==> config.mk <==
export PLATFORM = sky130hd
export DESIGN_NAME = ow_temp_sequencer
export DESIGN_NICKNAME = d
export VERILOG_FILES = /design/src/rtl/ows_pkg.sv /design/src/rtl/ows_ctrl.sv /design/src/rtl/ows_dpath.sv /design/src/rtl/ow_temp_sequencer.sv
export SDC_FILE = /design/constraint.sdc
export NUM_CORES = 1
export LEC_CHECK = 0
export CORE_MARGIN = 2
export CORE_UTILIZATION = 40
export DETAILED_ROUTE_END_ITERATION = 8
export HOLD_SLACK_MARGIN = 0.05
export SYNTH_ARGS = -nofsm -noshare
export SYNTH_HDL_FRONTEND = slang
export SYNTH_SLANG_ARGS = --single-unit
export TNS_END_PERCENT = 30
==> constraint.sdc <==
create_clock -name clk -period 6.05 [get_ports clk]
set_input_delay 1.21 -clock clk [delete_from_list [all_inputs] [get_ports clk]]
set_output_delay 1.21 -clock clk [all_outputs]
set_load 0.1 [all_outputs]
==> src/rtl/ows_pkg.sv <==
package ows_pkg;
  typedef enum logic [1:0] {
    OP_RESET = 2'd0,
    OP_WRITE = 2'd1,
    OP_READ  = 2'd2
  } busOpE;

  localparam logic [7:0] CMD_SKIP_ADDR    = 8'hCC;
  localparam logic [7:0] CMD_READ_ID      = 8'h33;
  localparam logic [7:0] CMD_CONVERT      = 8'h44;
  localparam logic [7:0] CMD_READ_SCRATCH = 8'hBE;
  localparam logic [7:0] CRC_POLY_REFL    = 8'h8C;

  localparam int SCRATCH_BYTES = 9;
  localparam int ID_BYTES      = 8;
  localparam int CNT_W         = $clog2(SCRATCH_BYTES + 1);

  typedef struct packed {
    logic clear;     // new job: clear CRC, byte count, presence
    logic presLatch; // first reset finished: keep presence
    logic capture;   // a read byte has arrived
    logic timerRun;  // conversion wait in progress
    logic finish;    // latch results
    logic finMeas;   // job kind at finish
  } dpStrobeT;
endpackage

==> src/rtl/ows_ctrl.sv <==
module ows_ctrl
  import ows_pkg::*;
(
  input  logic             clk,
  input  logic             rstN,
  input  logic             startMeas,
  input  logic             startId,
  input  logic             busDone,
  input  logic             busPresence,
  input  logic             timerDone,
  input  logic [CNT_W-1:0] rdCount,
  output logic             busReq,
  output logic [1:0]       busOp,
  output logic [7:0]       busWrByte,
  output logic             busy,
  output logic             done,
  output dpStrobeT         strb
);
  typedef enum logic [3:0] {
    S_IDLE, S_RST1, S_ROMCMD, S_FUNC, S_WAIT,
    S_RST2, S_SKIP2, S_RDSP, S_READ, S_FIN
  } stateE;

  stateE state, stateNext;
  logic  isMeas, pending, doneQ, stepState, stepDone, lastByte;
  busOpE opSel;

  always_comb begin
    stepState = (state == S_RST1) || (state == S_ROMCMD) || (state == S_FUNC) ||
                (state == S_RST2) || (state == S_SKIP2) || (state == S_RDSP) ||
                (state == S_READ);
    opSel     = OP_RESET;
    busWrByte = 8'h00;
    case (state)
      S_ROMCMD: begin opSel = OP_WRITE; busWrByte = isMeas ? CMD_SKIP_ADDR : CMD_READ_ID; end
      S_FUNC:   begin opSel = OP_WRITE; busWrByte = CMD_CONVERT; end
      S_SKIP2:  begin opSel = OP_WRITE; busWrByte = CMD_SKIP_ADDR; end
      S_RDSP:   begin opSel = OP_WRITE; busWrByte = CMD_READ_SCRATCH; end
      S_READ:   opSel = OP_READ;
      default:  ;
    endcase
  end

  assign busOp    = opSel;
  assign busReq   = stepState && !pending;
  assign stepDone = pending && busDone;
  assign lastByte = rdCount == (isMeas ? CNT_W'(SCRATCH_BYTES - 1) : CNT_W'(ID_BYTES - 1));
  assign busy     = state != S_IDLE;
  assign done     = doneQ;

  always_comb begin
    strb.clear     = (state == S_IDLE) && (startMeas || startId);
    strb.presLatch = (state == S_RST1) && stepDone;
    strb.capture   = (state == S_READ) && stepDone;
    strb.timerRun  = state == S_WAIT;
    strb.finish    = state == S_FIN;
    strb.finMeas   = isMeas;
  end

  always_comb begin
    stateNext = state;
    case (state)
      S_IDLE:   if (startMeas || startId) stateNext = S_RST1;
      S_RST1:   if (stepDone) stateNext = busPresence ? S_ROMCMD : S_FIN;
      S_ROMCMD: if (stepDone) stateNext = isMeas ? S_FUNC : S_READ;
      S_FUNC:   if (stepDone) stateNext = S_WAIT;
      S_WAIT:   if (timerDone) stateNext = S_RST2;
      S_RST2:   if (stepDone) stateNext = S_SKIP2;
      S_SKIP2:  if (stepDone) stateNext = S_RDSP;
      S_RDSP:   if (stepDone) stateNext = S_READ;
      S_READ:   if (stepDone && lastByte) stateNext = S_FIN;
      S_FIN:    stateNext = S_IDLE;
      default:  stateNext = S_IDLE;
    endcase
  end

  always_ff @(posedge clk) begin
    if (!rstN) begin
      state   <= S_IDLE;
      isMeas  <= 1'b0;
      pending <= 1'b0;
      doneQ   <= 1'b0;
    end else begin
      state <= stateNext;
      doneQ <= state == S_FIN;
      if (state == S_IDLE && (startMeas || startId)) isMeas <= startMeas;
      if (stepDone) pending <= 1'b0;
      else if (busReq) pending <= 1'b1;
    end
  end

  // a request never lasts more than one cycle
  a_r2_req_single: assert property (@(posedge clk) disable iff (!rstN)
    busReq |=> !busReq);
  // completion is a single-cycle pulse
  a_r9_done_pulse: assert property (@(posedge clk) disable iff (!rstN)
    done |=> !done);
  // an idle start is followed by a bus reset request
  a_r10_start_reset: assert property (@(posedge clk) disable iff (!rstN)
    (!busy && (startMeas || startId)) |=> (busReq && busOp == 2'd0));
  // missing presence on the first reset ends the job
  a_r8_abort: assert property (@(posedge clk) disable iff (!rstN)
    (state == S_RST1 && stepDone && !busPresence) |=> (state == S_FIN && !busReq));
endmodule

==> src/rtl/ows_dpath.sv <==
module ows_dpath
  import ows_pkg::*;
#(
  parameter int WAIT_CYC = 1000
) (
  input  logic             clk,
  input  logic             rstN,
  input  dpStrobeT         strb,
  input  logic             busPresence,
  input  logic [7:0]       busRdByte,
  output logic             timerDone,
  output logic [CNT_W-1:0] rdCount,
  output logic [11:0]      tempC,
  output logic [63:0]      romCode,
  output logic             crcOk,
  output logic             present,
  output logic             valid
);
  localparam int TW = $clog2(WAIT_CYC + 1);

  logic [7:0]       crc;
  logic [CNT_W-1:0] idx;
  logic [63:0]      rxBuf;
  logic             presReg;
  logic [TW-1:0]    timer;

  function automatic logic [7:0] crcStep(input logic [7:0] cIn, input logic [7:0] d);
    logic [7:0] c;
    logic       fb;
    c = cIn;
    for (int i = 0; i < 8; i++) begin
      fb = c[0] ^ d[i];
      c  = {1'b0, c[7:1]};
      if (fb) c = c ^ CRC_POLY_REFL;
    end
    return c;
  endfunction

  assign timerDone = timer == TW'(WAIT_CYC - 1);
  assign rdCount   = idx;

  always_ff @(posedge clk) begin
    if (!rstN) begin
      crc     <= '0;
      idx     <= '0;
      rxBuf   <= '0;
      presReg <= 1'b0;
      timer   <= '0;
      tempC   <= '0;
      romCode <= '0;
      crcOk   <= 1'b0;
      present <= 1'b0;
      valid   <= 1'b0;
    end else begin
      timer <= strb.timerRun ? timer + 1'b1 : '0;
      if (strb.clear) begin
        crc     <= '0;
        idx     <= '0;
        presReg <= 1'b0;
      end
      if (strb.presLatch) presReg <= busPresence;
      if (strb.capture) begin
        crc <= crcStep(crc, busRdByte);
        idx <= idx + 1'b1;
        if (idx < CNT_W'(ID_BYTES)) rxBuf[{idx[2:0], 3'b000} +: 8] <= busRdByte;
      end
      if (strb.finish) begin
        present <= presReg;
        crcOk   <= presReg && (crc == 8'h00);
        valid   <= presReg && (crc == 8'h00);
        // bits 15:4 of the raw word equal its arithmetic shift by 4, truncated to 12 bits
        if (presReg && strb.finMeas)  tempC   <= rxBuf[15:4];
        if (presReg && !strb.finMeas) romCode <= rxBuf;
      end
    end
  end

  // validity implies both presence and a good CRC
  a_r9_valid_flags: assert property (@(posedge clk) disable iff (!rstN)
    valid |-> (present && crcOk));
  // a new job starts the CRC from zero and the byte count from zero
  a_r6_crc_init: assert property (@(posedge clk) disable iff (!rstN)
    strb.clear |=> (crc == 8'h00 && idx == '0));
endmodule

==> src/rtl/ow_temp_sequencer.sv <==
module ow_temp_sequencer #(
  parameter int CLK_HZ  = 200_000_000,
  parameter int CONV_MS = 750
) (
  input  logic        clk,
  input  logic        rstN,
  input  logic        startMeas,
  input  logic        startId,
  output logic        busReq,
  output logic [1:0]  busOp,
  output logic [7:0]  busWrByte,
  input  logic        busDone,
  input  logic [7:0]  busRdByte,
  input  logic        busPresence,
  output logic        busy,
  output logic        done,
  output logic        valid,
  output logic        crcOk,
  output logic        present,
  output logic [11:0] tempC,
  output logic [63:0] romCode
);
  localparam int WAIT_CYC = CLK_HZ / 1000 * CONV_MS;

  ows_pkg::dpStrobeT             strb;
  logic                          timerDone;
  logic [ows_pkg::CNT_W-1:0]     rdCount;

  ows_ctrl ctrl_i (
    .clk(clk), .rstN(rstN), .startMeas(startMeas), .startId(startId),
    .busDone(busDone), .busPresence(busPresence), .timerDone(timerDone),
    .rdCount(rdCount), .busReq(busReq), .busOp(busOp), .busWrByte(busWrByte),
    .busy(busy), .done(done), .strb(strb)
  );

  ows_dpath #(.WAIT_CYC(WAIT_CYC)) dpath_i (
    .clk(clk), .rstN(rstN), .strb(strb), .busPresence(busPresence),
    .busRdByte(busRdByte), .timerDone(timerDone), .rdCount(rdCount),
    .tempC(tempC), .romCode(romCode), .crcOk(crcOk), .present(present),
    .valid(valid)
  );
endmodule

After elaboration in Yosys (flattened, before gate mapping)
Cells that the tools add are included.

$add $sub $neg: 3. $lt $le $gt $ge: 1. Equal/unequal tests: 20. Shift-type cells: 2. Muxes and demuxes: 45. Bitwise operators: 17. Reductions and logical operators: 30.

Operators with widths (count): $mux W8 (25); $bwmux W64 (1); $shift A8 B8 Y64 const A (1); $shiftx A8 B8 Y64 (1); $mux W4 (14); $pmux W4 S9 (1); $pmux W8 S4 (1); $add A28 B1 Y28 const B (1); $eq A28 B28 Y1 const B (1); $not A2 Y3 (8); $eq A4 B3 Y1 const B (4); $ne A2 B1 Y1 const B (6); $logic_and A1 B1 Y1 (9); $reduce_and A9 Y1 (1); $eq A4 B2 Y1 const B (2); $eq A4 B4 Y1 const B (2); $logic_not A8 Y1 (1); $neg A6 Y8 (1); $reduce_and A2 Y1 (4); $xor A1 B1 Y1 (8); $logic_or A1 B1 Y1 (7); $ne A2 B2 Y1 const B (3); $add A4 B1 Y4 const B (1); $eq A4 B1 Y1 const B (1); other kinds (11) (14).

Flip-flop bits (word level): 190. Bits of input ports: 14. Output and inout bits: 92. Word-level logic and storage cells: 131.

Depth between registers and ports, before layout
Depth after elaboration: 31. Mapped depth: 10.

Cells and area by module
From an unflattened synthesis, not the netlist that was laid out.

Cell total of the unflattened synthesis: 948. Area total of the unflattened synthesis: 8305.5 µm².

By module, submodules not included: ows_dpath (instances 1, cells each 868, area an instance 7699.9 µm², sequential area each 3663.5 µm²); ows_ctrl (instances 1, cells each 80, area an instance 605.6 µm², sequential area each 140.1 µm²).

Worst setup path after synthesis
Ideal clock, no wire load.

Path kind: register -> output. Start point: register ctrl_i.state[1]. End point: output port busWrByte[4]. Arrival time: 2635 ps. Slack: 2205 ps. Cell stages (with the launch flop): 5. Path buffers: 2. Path through: dfxtp_1 clkbuf_1 nand2b_1 nor2_1 buf_4.

Cells in the longest elaborated chain, start to end: 2. Elaborated cells on any way between the ends: 5.

RTL lines: start, declared (line ows_ctrl.sv:24) `stateE state, stateNext;`; start signal, assigned (line ows_ctrl.sv:84) `state <= stateNext;`; $eq A4 B3 Y1 or $eq A4 B2 Y1 (tied branches) (line ows_ctrl.sv:34) `case (state)`; $pmux W8 S4 (*) (line ows_ctrl.sv:34); end, declared (line ow_temp_sequencer.sv:11) `output logic [7:0] busWrByte,`.

Mark *: on every way between the ends. The rest lies on a longest branch, timed or not.

Worst setup path after layout
Start point: register ctrl_i.state[3]. End point: output port busReq.

Cells in the longest elaborated chain, start to end: 8. Elaborated cells on any way between the ends: 14.

RTL lines: $eq A4 B1 Y1 or $eq A4 B2 Y1 (tied branches) (line ows_ctrl.sv:29) `stepState = (state == S_RST1) || (state == S_ROMCMD) || (state == S_FUNC) ||`; $logic_or A1 B1 Y1 (3 in series) (line ows_ctrl.sv:29); $logic_or A1 B1 Y1 (2 in series) (line ows_ctrl.sv:30) `(state == S_RST2) || (state == S_SKIP2) || (state == S_RDSP) ||`; $logic_or A1 B1 Y1 (*) (line ows_ctrl.sv:30); $logic_and A1 B1 Y1 (*) (line ows_ctrl.sv:45) `assign busReq = stepState && !pending;`; end, declared (line ow_temp_sequencer.sv:9) `output logic busReq,`.

Marked as above.

==> results.json <==
{
  "syn-num-nets": 913,
  "via_per_inst": 5.06,
  "crit_fanout": 16,
  "synth_top_family_by_area": "simple AND/OR/NAND/NOR gates",
  "synth_top_area_share": 0.499,
  "vdd_drop_max_v": 0.000196,
  "final_cell_mix": "dfxtp_1 (190), nand2_1 (179), clkdlybuf4s50_1 (105)",
  "gp_congestion": 0.813,
  "cts_setup_buffers": 0,
  "critical_path_arrival_ns": 3.04,
  "netlist_area_um2": 7620,
  "fin_crit_sh": 0.702,
  "finalHoldViolations": 0,
  "dr.pass1.iters": 6,
  "io_buffers": 105,
  "synthTopCellsByArea": "dfxtp_1 (50%), nand2_1 (8.8%), a21oi_1 (6.6%)",
  "overflow": 0,
  "area_delta_synth_final_pct": 22.5,
  "layout_commonest_cell": "dfxtp_1",
  "fmax_mhz": 235,
  "grt_max_degree": 82,
  "min_period_ns": 4.25,
  "drv_slew": 0,
  "ys_async_sr_fraction": 0,
  "maxSlewHeadroom": 0.336,
  "end_kind": "primary output",
  "first_global_vias": 5706,
  "syn_inst": 895,
  "worst_setup_path_start_kind": "flop",
  "dpl-instance-area_um2": 8730,
  "synth_adder_area_share": 0.00657,
  "cts_sinks": 190,
  "drtIter0Drc": 393,
  "max_stage_delay_ns": 1.14,
  "antenna_cells": 0,
  "nNetsFinal": 975,
  "groute.usage.overall": 0.184,
  "dp.cells": 1172,
  "drive_gt1_frac": 0.0464,
  "synth_area_leader_cell": "dfxtp_1",
  "worst_pin_slew_ns": 0.993,
  "finalClockSkew_ns": 0.0111,
  "wl_per_cell_um": 15.1,
  "stdcell_count": 1204,
  "clockRootBuffer": "clkbuf_16",
  "dp_hpwl_um": 11600,
  "worstSetupPathType": "reg -> out",
  "wl_um": 18200,
  "drtAntennaViolNets": 0,
  "hold_ws_ns": 0.442,
  "drc": 0,
  "status": "finished clean",
  "cts_repair_resize_count": 0,
  "synth.distinct_cells": 53,
  "path_cells": "or4b_1, a21oi_1, clkdlybuf4s50_1",
  "die_h_um": 142,
  "setup_viol": 0,
  "hold_class": "reg -> reg",
  "synthXorXnorAreaFrac": 0.0531,
  "vias": 6094,
  "start_util": 0.407,
  "clockBufferDepth": 2,
  "syn_area_per_cell_um2": 8.51,
  "cts_tree": "done",
  "hold_buffers": 0,
  "synth_edf_count": 0,
  "rsz0062_at_grt": "no",
  "crit_family": "buffers and inverters",
  "max_cap_viol_count": 0,
  "core_um2": 18700,
  "timing.setup.tns_ns": 0,
  "synth_seq_area_share": 0.499,
  "synthMuxAreaShare": 0.0618,
  "antenna_found_initial": 0,
  "numCtsBuffers": 17,
  "clkTransAtPathRegs_ns": 0.07,
  "critPathSlowestCell": "clkdlybuf4s50_1",
  "die_area_um2": 20200,
  "rows": 50,
  "path_buf_inv": 1,
  "synth_simple_gate_area_frac": 0.236,
  "ys_warn_count": 0,
  "clk-insertion-delay-late_ns": 0.43,
  "grt_pass1_wl_um": 29500,
  "r2r_slack_ns": 2.89,
  "h-tree-depth": 4,
  "io_pins": 106,
  "cp.required_ns": 4.84,
  "synth-compound-area-share": 0.101,
  "ys_ff_latch": 190,
  "ys.flop_type": "dfxtp_1",
  "dieWidth_um": 142,
  "leakagePower_uw": 0.00328,
  "fin_area_um2": 9330,
  "p_per_area_nw_per_um2": 307
}
[state kept, by name, indices dropped and copies added (netlist names), 4 cells and up]
name,cells
dpath_i.romCode,64
dpath_i.tempC,12
dpath_i.rdCount,4
ctrl_i.state,4
dpath_i.crc,8
dpath_i.timer,28
dpath_i.rxBuf,64
[kinds of logic after synthesis]
kind of cell / Yosys count
and+or+nand+nor: 394
DFF: 190
AOI/OAI and AO/OA: 138
buffers and inverters: 79
muxes: 47
xor gates and xnor gates: 43
adders and majority gates: 4
[where the power goes]
part	leakage [uW]	internal, uW	switching [uW]	total, uW
sequential	0.00153	1260	38.3	1300
clock	0.000287	625	521	1150
combinational	0.00146	117	295	412
total	0.00328	2010	855	2860
[path summary, 6_finish.rpt]
| path | depth (start not counted) | end | start |
|---|---|---|---|
| min | 2 | dpath_i.romCode[45]$_SDFFE_PN0P_ | dpath_i.rxBuf[45]$_SDFFE_PN0P_ |
| max reg2reg | 5 | dpath_i.rxBuf[1]$_SDFFE_PN0P_ | ctrl_i.state[3]$_SDFFE_PN0P_ |
| max | 3 | busReq | ctrl_i.state[3]$_SDFFE_PN0P_ |
| min reg2reg | 2 | dpath_i.romCode[45]$_SDFFE_PN0P_ | dpath_i.rxBuf[45]$_SDFFE_PN0P_ |
[cells in the mapped netlist (3+ instances only)]
| cell | n |
|---|---|
| dfxtp_1 | 190 |
| nand2_1 | 179 |
| a21oi_1 | 101 |
| nor2_1 | 98 |
| clkbuf_1 | 56 |
| mux2i_1 | 47 |
| nand3_1 | 39 |
| xnor2_1 | 31 |
| inv_1 | 13 |
| and3_1 | 12 |
| nor3_1 | 12 |
| o21ai_0 | 12 |
| xor2_1 | 10 |
| a22oi_1 | 8 |
| nand4_1 | 8 |
| or3b_1 | 8 |
| and2_1 | 4 |
| buf_2 | 4 |
| buf_4 | 4 |
| ha_1 | 4 |
| nor4_1 | 4 |
| nor4b_1 | 4 |
| or2_2 | 3 |
| or3_1 | 3 |
| or4_1 | 3 |
[worst min-delay path: stages (launching register included)]
cell and delay, ns:
dfxtp_1 0.31, nand2_1 0.05, a21oi_1 0.05
[area by class of cell]
cell class / instances / area [um2]
Clock inverter: 15 / 180
Multi-Input combinational cell: 626 / 3500
Tap cell: 234 / 293
Inverter: 13 / 51.3
Sequential cell: 190 / 3800
Fill cell: 1786 / 9370
Clock buffer: 17 / 425
Timing Repair Buffer: 109 / 1080
[stage by stage]
| step | util | setup slack, ns | power [uW] |
|---|---|---|---|
| after floorplan | - | 2.21 | 1650 |
| after global placement | 0.466 | 2.29 | 1740 |
| after detailed placement | 0.466 | 2.23 | 1740 |
| after CTS | 0.499 | 1.78 | 2890 |
| after global routing | 0.499 | 1.68 | 2970 |
| final | 0.499 | 1.80 | 2860 |
[layer usage]
| layer | GRT usage | routed length, um |
|---|---|---|
| met5 | 0 | 0 |
| met4 | 0.0611 | 239 |
| met3 | 0.0320 | 527 |
| met2 | 0.286 | 8210 |
| met1 | 0.260 | 9190 |
(Power assumes the default switching activity.)
